===== config.mk =====
export PLATFORM = sky130hd
export DESIGN_NAME = rasterTimingGen
export DESIGN_NICKNAME = d
export VERILOG_FILES = /design/src/rtl/rtgPkg.sv /design/src/rtl/rtgCtrl.sv /design/src/rtl/rtgDatapath.sv /design/src/rtl/rasterTimingGen.sv
export SDC_FILE = /design/constraint.sdc
export NUM_CORES = 1
export LEC_CHECK = 0
export BUFFER_PORTS_ARGS = -buffer_cell sky130_fd_sc_hd__buf_2
export CORE_MARGIN = 2
export CORE_UTILIZATION = 40
export CTS_BUF_LIST = sky130_fd_sc_hd__clkbuf_8
export CTS_CLUSTER_SIZE = 24
export DETAILED_ROUTE_END_ITERATION = 10
export GPL_ROUTABILITY_DRIVEN = 0
export PLACE_DENSITY_LB_ADDON = 0.05
export SETUP_SLACK_MARGIN = 0.5
export SLEW_MARGIN = 20
export SYNTH_ARGS = -nofsm -noshare
export SYNTH_HDL_FRONTEND = slang
export SYNTH_SLANG_ARGS = --single-unit

===== constraint.sdc =====
create_clock -name clk -period 2.57 [get_ports clk]
set_input_delay 0.257 -clock clk [delete_from_list [all_inputs] [get_ports clk]]
set_output_delay 0.257 -clock clk [all_outputs]
set_load 0.005 [all_outputs]

===== src/rtl/rtgPkg.sv =====
package rtgPkg;
  // Per-clock segment flags from the counter stage (active high internally).
  typedef struct packed {
    logic hSync;
    logic vSync;
    logic active;
  } rtgStrobe_t;

  // DAC-side control word carried down the fetch-latency pipeline.
  typedef struct packed {
    logic hSyncN;
    logic vSyncN;
    logic cSyncN;
    logic blankN;
  } rtgVideoCtl_t;
endpackage


===== src/rtl/rtgCtrl.sv =====
module rtgCtrl
  import rtgPkg::*;
#(
  parameter int HS = 112,
  parameter int HB = 248,
  parameter int HA = 1280,
  parameter int HF = 48,
  parameter int VS = 3,
  parameter int VB = 38,
  parameter int VA = 1024,
  parameter int VF = 1,
  localparam int CW = (HA > 1) ? $clog2(HA) : 1,
  localparam int RW = (VA > 1) ? $clog2(VA) : 1
) (
  input  logic          clk,
  input  logic          rst,
  output rtgStrobe_t    strobe,
  output logic          frameEnd,
  output logic [CW-1:0] col,
  output logic [RW-1:0] row
);
  localparam int HT   = HS + HB + HA + HF;
  localparam int VT   = VS + VB + VA + VF;
  localparam int HW   = $clog2(HT);
  localparam int VW   = $clog2(VT);
  localparam int HBEG = HS + HB;
  localparam int HEND = HBEG + HA;
  localparam int VBEG = VS + VB;
  localparam int VEND = VBEG + VA;

  logic [HW-1:0] hCnt;
  logic [VW-1:0] vCnt;
  logic          lineWrap;
  logic          hAct, vAct;

  assign lineWrap = (hCnt == HW'(HT - 1));

  always_ff @(posedge clk) begin
    if (rst) begin
      hCnt <= '0;
      vCnt <= '0;
    end else if (lineWrap) begin
      hCnt <= '0;
      vCnt <= (vCnt == VW'(VT - 1)) ? '0 : vCnt + 1'b1;
    end else begin
      hCnt <= hCnt + 1'b1;
    end
  end

  assign hAct = (int'(hCnt) >= HBEG) && (int'(hCnt) < HEND);
  assign vAct = (int'(vCnt) >= VBEG) && (int'(vCnt) < VEND);

  always_comb begin
    strobe.hSync  = (int'(hCnt) < HS);
    strobe.vSync  = (int'(vCnt) < VS);
    strobe.active = hAct && vAct;
    frameEnd      = lineWrap && (vCnt == VW'(VT - 1));
    col = strobe.active ? CW'(int'(hCnt) - HBEG) : '0;
    row = strobe.active ? RW'(int'(vCnt) - VBEG) : '0;
  end
endmodule


===== src/rtl/rtgDatapath.sv =====
module rtgDatapath
  import rtgPkg::*;
#(
  parameter int FETCH_LAT = 1,
  parameter int PW        = 24
) (
  input  logic          clk,
  input  logic          rst,
  input  rtgStrobe_t    strobe,
  input  logic [PW-1:0] pixIn,
  output logic          hSyncN,
  output logic          vSyncN,
  output logic          cSyncN,
  output logic          blankN,
  output logic [PW-1:0] rgbOut
);
  rtgVideoCtl_t stage [FETCH_LAT+1];

  always_comb begin
    stage[0].hSyncN = ~strobe.hSync;
    stage[0].vSyncN = ~strobe.vSync;
    stage[0].cSyncN = ~(strobe.hSync | strobe.vSync);
    stage[0].blankN = strobe.active;
  end

  for (genvar s = 1; s <= FETCH_LAT; s++) begin : gDelay
    always_ff @(posedge clk) begin
      if (rst) stage[s] <= '0;
      else     stage[s] <= stage[s-1];
    end
  end

  // The colour register loads on the edge where its control word reaches the output.
  always_ff @(posedge clk) begin
    if (rst)                        rgbOut <= '0;
    else if (stage[FETCH_LAT-1].blankN) rgbOut <= pixIn;
    else                            rgbOut <= '0;
  end

  assign hSyncN = stage[FETCH_LAT].hSyncN;
  assign vSyncN = stage[FETCH_LAT].vSyncN;
  assign cSyncN = stage[FETCH_LAT].cSyncN;
  assign blankN = stage[FETCH_LAT].blankN;
endmodule


===== src/rtl/rasterTimingGen.sv =====
module rasterTimingGen
  import rtgPkg::*;
#(
  parameter int HS        = 112,
  parameter int HB        = 248,
  parameter int HA        = 1280,
  parameter int HF        = 48,
  parameter int VS        = 3,
  parameter int VB        = 38,
  parameter int VA        = 1024,
  parameter int VF        = 1,
  parameter int FETCH_LAT = 1,
  localparam int CW = (HA > 1) ? $clog2(HA) : 1,
  localparam int RW = (VA > 1) ? $clog2(VA) : 1
) (
  input  logic          clk,
  input  logic          rst,
  input  logic [23:0]   pixIn,
  output logic          pixReq,
  output logic [CW-1:0] pixCol,
  output logic [RW-1:0] pixRow,
  output logic          frameEnd,
  output logic          hSyncN,
  output logic          vSyncN,
  output logic          cSyncN,
  output logic          blankN,
  output logic [23:0]   rgbOut
);
  rtgStrobe_t strobe;

  rtgCtrl #(
    .HS(HS), .HB(HB), .HA(HA), .HF(HF),
    .VS(VS), .VB(VB), .VA(VA), .VF(VF)
  ) uCtrl (
    .clk(clk), .rst(rst), .strobe(strobe),
    .frameEnd(frameEnd), .col(pixCol), .row(pixRow)
  );

  rtgDatapath #(.FETCH_LAT(FETCH_LAT), .PW(24)) uData (
    .clk(clk), .rst(rst), .strobe(strobe), .pixIn(pixIn),
    .hSyncN(hSyncN), .vSyncN(vSyncN), .cSyncN(cSyncN),
    .blankN(blankN), .rgbOut(rgbOut)
  );

  assign pixReq = strobe.active;
endmodule


==> metrics.cfg, run 1 <==
[grt]
overflow = 0
antenna_found_initial = 0
grt_usage = 0.1805
grt_pass1_vias = 1877
grt_pass1_wl_um = 9094
grt_max_degree = 19

[yosys]
synth_common_cells = dfxtp_1, nor2_1, nor3b_1, xnor2_1, clkbuf_1
synthTopCellsByArea = dfxtp_1, nor3b_1, nor2_1
syn_area_um2 = 2364
ys_seq_area_frac = 0.4235
yosys.area.top_type = dfxtp_1
synth.avg_cell_area_um2 = 8.885
ys_warn_count = 0
yosys.area_share.simple = 0.2996
syn_nets = 300
yosys.area.top_type_share = 0.4235
synthAdderAreaFrac = 0.04235
synth_top_family_by_area = simple AND/OR/NAND/NOR gates
async_flop_share = 0
synth_top_flop_cell = dfxtp_1
synth.distinct_cells = 41
muxShareOfSynthArea = 0
netlist_instances = 266
synth-edff-count = 0
synth_xor_area_frac = 0.1075
ys_ff_latch = 50
yosysMostFrequentCell = dfxtp_1
synth_compound_area_frac = 0.06247

[run]
cap_violations = 0

[floorplan]
fp.dieArea_um2 = 6540
die_y_um = 80.87
floorplan.rows = 27
core_area_um2 = 5608
initial_utilization = 0.4215
die_w_um = 80.87
pin_count = 77

[drt]
wl_um = 5755
drt_iter0_drc = 73
postRouteAntennaNets = 0
route.detailed.drc = 0
first_pass_iters = 4
via_per_inst = 4.865
vias = 2048
wire_per_inst_um = 13.67

[timing]
finalClockSkew_ns = 0.009909
finalHoldViolCount = 0
min_period_over_period = 0.9717
tns_ns = 0
slew_headroom = 0.7087
worst_pin_slew_ns = 0.4369
rsz0062_at_grt = yes
maxSlewViolCount = 0
fmax_mhz = 400.4
fin_crit_ns = 2.497
setup_violations = 0

[setup_path]
critPathSlowestCell = or3b_4
path_cells = or3_4, a221o_1, or3b_4, nand3_4, inv_2, and2_1, buf_2
path_class = reg2out
path_max_fanout = 6
cp-start-kind = register
max_stage_delay_ns = 0.39
worstPathArrival_ns = 2.24
cp-end-kind = output pin
critical_path_required_ns = 2.31

[min_path]
min_path_type = in2reg

[clock_tree]
root_buffer = clkbuf_8
clock_path_buffers = 2
cts-hold-fix-buffers = 0
cts_tree = built
clk_pin_slew_ns = 0.10
numCtsBuffers = 5
cts_sinks = 50
clock_latency_ns = 0.31
htree_levels = 2

[pwr]
peakVddDrop_mv = 0.1994
intPower_w = 0.001005
cellLeakagePower_nw = 1.412
pwr-share-seq = 0.591
netSwitchingFraction = 0.2398
clkPwrFrac = 0.369
pwr-share-comb = 0.040
power_per_cell_area_nw_per_um2 = 419.8
p_switching_w = 0.0003170

[layout]
nNetsFinal = 382
drive_gt1_frac = 0.4069
diodes = 0
area_delta_synth_final_pct = 33.25
fill_cells = 563
final_util = 0.5616

[outcome]
status = finished, final reports clean

[placed_design]
dp_hpwl_um = 4078
port_buffers = 76

[state kept, by name, indices dropped and copies added (netlist names)]
name          cells
uData.rgbOut     24
uCtrl.hCnt       11
uCtrl.vCnt       11
uData.blankN      1
uData.cSyncN      1
uData.hSyncN      1
uData.vSyncN      1
[metal layers]
metal | part of all wire | vias up | GRT usage
li1 | - | 1049 | -
met1 | 0.46 | 929 | 0.2509
met2 | 0.46 | 63 | 0.2744
met3 | 0.058 | 7 | 0.03556
met4 | 0.014 | 0 | 0.07288
met5 | 0 | - | 0
[power by group through the flow]
| stage | Combinational, W | Clock (W) | Sequential [W] |
|---|---|---|---|
| after floorplan | 0.0000275 | 0 | 0.000799 |
| after global placement | 0.0000504 | 0 | 0.000802 |
| after detailed placement | 0.0000501 | 0 | 0.000802 |
| after CTS | 0.0000506 | 0.000512 | 0.000783 |
| after global routing | 0.0000599 | 0.000537 | 0.000783 |
| final | 0.0000528 | 0.000487 | 0.000782 |
[stage by stage]
| step | total power [W] | area [um^2] | hold slack [ns] | setup WS [ns] | std cells |
|---|---|---|---|---|---|
| after CTS | 0.001345 | 3039 | 0.1804 | 0.08700 | 421 |
| after global routing | 0.001379 | 3149 | 0.1821 | -0.004647 | 421 |
| after global placement | 0.0008522 | 2839 | 0.4748 | 0.2092 | 403 |
| final | 0.001322 | 3149 | 0.1706 | 0.07271 | 421 |
| after floorplan | 0.0008264 | 2402 | 0.3372 | 0.4676 | 266 |
| after detailed placement | 0.0008517 | 2839 | 0.4831 | 0.1948 | 403 |
[kinds of logic after synthesis]
logic type | Yosys count
and+or+nand+nor | 125
DFF | 50
buffers and inverters | 32
xor gates and xnor gates | 29
AOI/OAI and AO/OA | 22
adders and majority gates | 8
[worst max-delay path: cells and delay by family, from the launching register on]
kind,cells,cell delay (ns)
DFF,1,0.37
buffers and inverters,2,0.19
AOI/OAI and AO/OA,1,0.32
and+or+nand+nor,4,1.05
[cell usage in the layout (no fill, tap or decap), types with 3 or more instances in the layout]
cell,n
nand4_1,5
buf_2,74
and3_1,3
xor2_1,11
nor3b_1,10
nor3_1,6
nand2_1,8
nor3b_2,14
nor2_2,6
buf_4,16
inv_1,11
and4_1,3
or2_2,4
buf_6,3
and3b_1,3
a21oi_1,9
clkbuf_8,5
xnor2_1,18
dfxtp_1,47
nand3_1,9
nand2b_1,3
ha_1,8
o21ai_0,3
nor2_1,35
[worst paths after layout]
check,start,to,slack [ns],cells past startpoint
min reg2reg,uCtrl.hCnt[0],uCtrl.hCnt[0],0.46,1
max reg2reg,uCtrl.vCnt[1],uData.rgbOut[6],0.49,7
min,pixIn[17],uData.rgbOut[17],0.17,2
max,uCtrl.vCnt[1],pixCol[2],0.07,7
[timing repair]
| item | 4_1_cts | 5_1_grt |
|---|---|---|
| resized for setup | 7 | 23 |
| endpoints found under the setup margin | 48 | 50 |
| buffers inserted | 10 | 0 |
| pin swaps | 3 | 4 |
[layout make-up]
class | instances | area [um^2] | area share
Clock buffer | 5 | 68.82 | 0.02185
Clock inverter | 3 | 28.78 | 0.009138
Inverter | 12 | 45.04 | 0.01430
Multi-Input combinational cell | 184 | 1343 | 0.4263
Sequential cell | 50 | 1010 | 0.3206
Tap cell | 72 | 90.09 | 0.02861
Timing Repair Buffer | 95 | 564.3 | 0.1792
Power figures use the tool's default switching activity.
==> inputs of run 2 (changes only) <==
==> constraint.sdc (replaced) <==
create_clock -name clk -period 2.57 [get_ports clk]
set_input_delay 0.257 -clock clk [delete_from_list [all_inputs] [get_ports clk]]
set_output_delay 0.257 -clock clk [all_outputs]
set_load 0.1 [all_outputs]
==> run 2 against run 1 <==
The run now ends with setup timing left. Core utilization rose by 12 points. Flip-flop and latch count did not move. Largest power group unchanged. Global-route usage rose by 0.070 points. Die area stayed put. Non-clock buffer count is 6 higher. Largest cell class unchanged. Clock skew fell by 0.0057 ns. Combinational power is 6.6% higher. Hold slack better by 0.0085 ns. Critical path type unchanged. Sequential power is essentially flat. Setup slack lost 0.083 ns.
==> metrics.cfg, run 2 (synthesis gave the netlist of run 1 again) <==
[clock_tree]
clock_path_buffers = 2  ; unchanged
clk_pin_slew_ns = 0.10  ; about the same
numCtsBuffers = 5  ; unchanged
root_buffer = clkbuf_8
cts_sinks = 50  ; unchanged
clock_latency_ns = 0.31  ; about the same
htree_levels = 2  ; unchanged
cts_tree = built
cts-hold-fix-buffers = 0  ; unchanged

[placed_design]
dp_slack_ns = 0.2106  ; +0.01587 ns
dp_hpwl_um = 4076  ; about the same
port_buffers = 76  ; unchanged

[setup_path]
cp-start-kind = register
path_max_fanout = 7  ; +1
cp-end-kind = output pin
worstPathArrival_ns = 2.32  ; +0.08 ns
path_class = reg2out
critical_path_required_ns = 2.31  ; about the same

[grt]
antenna_found_initial = 0  ; unchanged
overflow = 0  ; unchanged
grt_max_degree = 22  ; +3
grt_usage = 0.1812  ; +0.0007024
grt_pass1_vias = 1984  ; +5.7%
grt_pass1_wl_um = 9190  ; +1.1%

[timing]
min_period_over_period = 1.004  ; +0.03239
setup_violations = 10  ; +10
maxSlewViolCount = 0  ; unchanged
final.setup.worst_slack_ns = -0.01053  ; -0.08323 ns
fmax_mhz = 387.5  ; -3.2%
rsz0062_at_grt = yes
fin_crit_ns = 2.581  ; +0.08323 ns
finalClockSkew_ns = 0.004182  ; -0.005728 ns
worst_pin_slew_ns = 0.5376  ; +0.1007 ns
slew_headroom = 0.6369  ; -0.07181
finalHoldViolCount = 0  ; unchanged

[drt]
drt_iter0_drc = 47  ; -36%
met2_length_um = 3163  ; +18%
wire_per_inst_um = 13.87  ; +1.5%
wl_met3_um = 190  ; -43%
drt-met1-wl_um = 2503  ; -6.2%
route.detailed.drc = 0  ; unchanged
routed.top_layer = met4
wl_um = 5924  ; +2.9%
first_pass_iters = 4  ; unchanged
vias = 2075  ; +1.3%
via_per_inst = 4.859  ; -0.11%
postRouteAntennaNets = 0  ; unchanged

[floorplan]
pin_count = 77  ; unchanged
fp.dieArea_um2 = 6540  ; unchanged
floorplan.rows = 27  ; unchanged
core_area_um2 = 5608  ; unchanged
initial_utilization = 0.4215  ; unchanged
die_w_um = 80.87  ; unchanged
die_y_um = 80.87  ; unchanged

[pwr]
finalPower_w = 0.001411  ; +6.8%
power_per_cell_area_nw_per_um2 = 371.8  ; -11%
cellLeakagePower_nw = 1.566  ; +11%
peakVddDrop_mv = 0.3223  ; +62%

[layout]
drive_gt1_frac = 0.4873  ; +0.08045
layout_common_cells = buf_2, dfxtp_1, buf_12
nNetsFinal = 388  ; +1.6%
largest_register = uData.rgbOut
reg_top3 = uData.rgbOut x24, uCtrl.hCnt x11, uCtrl.vCnt x11
diodes = 0  ; unchanged
final_common_cell = buf_2
multi_input_area_um2 = 1503  ; +12%
area_delta_synth_final_pct = 60.61
largest_reg_flops = 24  ; unchanged
fill_cells = 446  ; -21%
seq_area_um2 = 1007  ; -0.25%

[outcome]
violations = setup timing
status = complete, but fails checks

[min_path]
min_path_type = in2reg

[run]
cap_violations = 0  ; unchanged

## run 2: changes by cell type in the layout (fill, tap and decap cells not counted), sizes merged
cell	change
buf	+4
bufinv	+1
clkbuf	+2
clkinv	-1
## run 2: final timing paths
check                     start               end  slack, ns  cells past startpoint
setup / recovery  uCtrl.vCnt[0]         pixRow[9]      -0.01                      7
hold / removal         pixIn[7]   uData.rgbOut[7]       0.18                      2
setup reg to reg  uCtrl.vCnt[0]  uData.rgbOut[16]       0.37                      8
hold reg to reg   uCtrl.hCnt[0]     uCtrl.hCnt[0]       0.45                      1
## run 2: routing by layer
layer,up-vias,GRT usage
met5,-,0
met4,0,0.06441
met3,6,0.03333
met2,30,0.3174
met1,975,0.2219
li1,1064,-
## run 2: area by class of cell
type | instances | area share
clock inverters | 3 | 0.01154
well taps | 72 | 0.02373
repair buffers | 101 | 0.2722
multi-input cells | 184 | 0.3958
flip-flops and latches | 50 | 0.2653
clock buffers | 5 | 0.01813
inverters | 12 | 0.01318
## run 2: metrics by stage
step | area, um^2 | TNS (ns) | utilization | hold WS, ns | std cells
floorplan | 2567 | -0.04366 | - | 0.3372 | 266
finish | 3796 | -0.05121 | 0.6769 | 0.1792 | 427
global placement | 3369 | 0 | 0.6008 | 0.4603 | 408
CTS | 3654 | -0.07623 | 0.6515 | 0.1743 | 422
detailed placement | 3369 | 0 | 0.6008 | 0.4675 | 408
global route | 3796 | -1.135 | 0.6769 | 0.1780 | 427
## run 2: repair_timing
| item | in CTS | in global routing |
|---|---|---|
| gates resized for setup | 25 | 21 |
| setup endpoints to repair | 23 | 48 |
| pin swaps | 9 | 6 |
| buffers inserted | 5 | 3 |
| cloned | 1 | 2 |
## run 2: critical path, stage by stage (launching register included)
cell and delay (ns):
dfxtp_2 0.33, or3_4 0.38, a221o_1 0.35, or3b_4 0.40, nand3_4 0.16, buf_12 0.17
a21oi_4 0.04, buf_12 0.18
## run 2: power breakdown
part / internal, W / switching [W] / leakage (nW)
clock: 0.000292 / 0.000280 / 0.0585
sequential: 0.000779 / 0.00000396 / 0.405
combinational: 0.0000285 / 0.0000277 / 1.10
total: 0.00110 / 0.000312 / 1.57
==> inputs of run 3 (changes only) <==
==> constraint.sdc (replaced) <==
create_clock -name clk -period 2.57 [get_ports clk]
set_input_delay 0.1285 -clock clk [delete_from_list [all_inputs] [get_ports clk]]
set_output_delay 0.1285 -clock clk [all_outputs]
set_load 0.1 [all_outputs]
==> run 3 against run 2 <==
The flow now finishes without violations. Design area fell by 1.3%. Non-clock buffer count increased by 1. Hold slack worse by 0.13 ns. Global-route usage grew 0.55 points. Setup slack better by 0.14 ns. Total power down 8.1%. Count of clock-buffer cells in the layout did not move. Combinational power about the same. Register-to-register slack got worse by 0.07 ns. Critical endpoint is now pixCol[7].
==> metrics.cfg, run 3 (synthesis gave the netlist of run 1 again) <==
[drt]
postRouteAntennaNets = 0  ; unchanged
route.detailed.drc = 0  ; unchanged
wire_per_inst_um = 14.21  ; +2.5%
wl_um = 6084  ; +2.7%
vias = 2082  ; +0.34%
via_per_inst = 4.864  ; +0.10%
drt_iter0_drc = 84  ; +79%
first_pass_iters = 4  ; unchanged

[timing]
fmax_mhz = 409.7  ; +5.7%
slew_headroom = 0.6383  ; +0.001425
maxSlewViolCount = 0  ; unchanged
setup_violations = 0  ; -10
final.setup.worst_slack_ns = 0.1292  ; +0.1398 ns
finalClockSkew_ns = 0.002633  ; -0.001549 ns
whs_ns = 0.05405  ; -0.1251 ns
rsz0062_at_grt = yes
fin_crit_ns = 2.441  ; -0.1398 ns
finalHoldViolCount = 0  ; unchanged
worst_pin_slew_ns = 0.5355  ; -0.002110 ns
tns_ns = 0  ; +0.05121 ns
min_period_over_period = 0.9497  ; -0.05438

[pwr]
pwr-share-comb = 0.043  ; +0.003
intPower_w = 0.0009948  ; -9.5%
finalPower_w = 0.001297  ; -8.1%
cellLeakagePower_nw = 1.549  ; -1.1%
power_per_cell_area_nw_per_um2 = 346.2  ; -6.9%
peakVddDrop_mv = 0.3044  ; -5.5%
netSwitchingFraction = 0.2333  ; +0.01220
pwr-share-seq = 0.600  ; +0.045
p_switching_w = 0.0003026  ; -3.0%
clkPwrFrac = 0.357  ; -0.049

[floorplan]
fp.dieArea_um2 = 6540  ; unchanged
floorplan.rows = 27  ; unchanged
initial_utilization = 0.4215  ; unchanged
core_area_um2 = 5608  ; unchanged
die_w_um = 80.87  ; unchanged
die_y_um = 80.87  ; unchanged
pin_count = 77  ; unchanged

[grt]
grt_max_degree = 17  ; -23%
grt_pass1_wl_um = 9453  ; +2.9%
overflow = 0  ; unchanged
antenna_found_initial = 0  ; unchanged
grt_pass1_vias = 2051  ; +3.4%
grt_usage = 0.1868  ; +0.005532

[placed_design]
port_buffers = 76  ; unchanged
dp_slack_ns = 0.2296  ; +0.01897 ns
dp_hpwl_um = 4031  ; -1.1%

[clock_tree]
clk_pin_slew_ns = 0.09  ; about the same
clock_latency_ns = 0.31  ; about the same
cts_sinks = 50  ; unchanged
numCtsBuffers = 5  ; unchanged
cts_tree = built
root_buffer = clkbuf_8
htree_levels = 2  ; unchanged
clock_path_buffers = 2  ; unchanged

[setup_path]
worstPathArrival_ns = 2.31  ; about the same
path_class = reg2out
cp-start-kind = register
path_max_fanout = 8  ; +1
critical_path_required_ns = 2.44  ; +0.13 ns
cp-end-kind = output pin

[layout]
largest_reg_flops = 24  ; unchanged
nNetsFinal = 389  ; +0.26%
diodes = 0  ; unchanged
drive_gt1_frac = 0.4719  ; -0.01541
largest_register = uData.rgbOut
area_delta_synth_final_pct = 58.55
layout_common_cells = buf_2, dfxtp_1, nor2_1
final_common_cell = buf_2
seq_area_um2 = 1015  ; +0.74%
multi_input_area_um2 = 1475  ; -1.8%
final_util = 0.6682  ; -0.008702
fill_cells = 475  ; +6.5%
reg_top3 = uData.rgbOut x24, uCtrl.hCnt x11, uCtrl.vCnt x11

[outcome]
status = finished, final reports clean

[min_path]
min_path_type = in2reg

[run]
cap_violations = 0  ; unchanged

run 3: cell count changes in the layout (fill, tap and decap cells not counted), sizes merged:
cell,delta
inv,-1
clkinvlp,+1
buf,+2
clkinv,+1
clkbuf,-1
bufinv,-1
run 3: worst max-delay path, cell delays in order (launching register included):
cell	delay [ns]
dfxtp_4	0.35
or3_4	0.37
a221o_1	0.34
or3b_4	0.39
nand3_4	0.15
buf_12	0.18
nor2_4	0.05
buf_12	0.17
run 3: worst paths after layout:
kind	startpoint	to	slack, ns	cells after the start
max reg2reg	uCtrl.vCnt[1]	uData.rgbOut[3]	0.30	9
max	uCtrl.vCnt[1]	pixCol[7]	0.13	7
min reg2reg	uCtrl.hCnt[0]	uCtrl.hCnt[0]	0.46	1
min	pixIn[14]	uData.rgbOut[14]	0.05	2
run 3: cell type report:
class / instances / area share
multi-input combinational: 184 / 0.3937
timing repair buffer: 102 / 0.2748
tap: 72 / 0.02404
sequential: 50 / 0.2708
clock buffer: 5 / 0.01836
inverter: 12 / 0.01269
clock inverter: 3 / 0.005676
run 3: routing by layer:
metal | GRT usage | share of wire
met1 | 0.2264 | 0.42
met2 | 0.3380 | 0.55
met3 | 0.03000 | 0.024
met4 | 0.05593 | 0.010
met5 | 0 | 0
run 3: power by group through the flow:
stage | Sequential, W | Combinational [W] | Clock, W
global route | 0.000779 | 0.0000620 | 0.000498
detailed placement | 0.000800 | 0.0000531 | 0
finish | 0.000779 | 0.0000560 | 0.000463
floorplan | 0.000799 | 0.0000300 | 0
global placement | 0.000800 | 0.0000531 | 0
CTS | 0.000780 | 0.0000536 | 0.000485
run 3: repair_timing:
item                                    in CTS  in global routing
cloned                                       2                  1
setup buffers                               11                  3
hold buffers                                 0                  0
pin swaps                                    5                  3
gates resized for setup                     18                 21
endpoints found under the setup margin      48                 48
run 3: per-stage QoR:
| step | std cells | cell area [um^2] |
|---|---|---|
| 2_1_floorplan | 266 | 2567 |
| 3_3_place_gp | 403 | 3332 |
| 3_5_place_dp | 403 | 3332 |
| 4_1_cts | 424 | 3608 |
| 5_1_grt | 428 | 3747 |
| 6_report | 428 | 3747 |
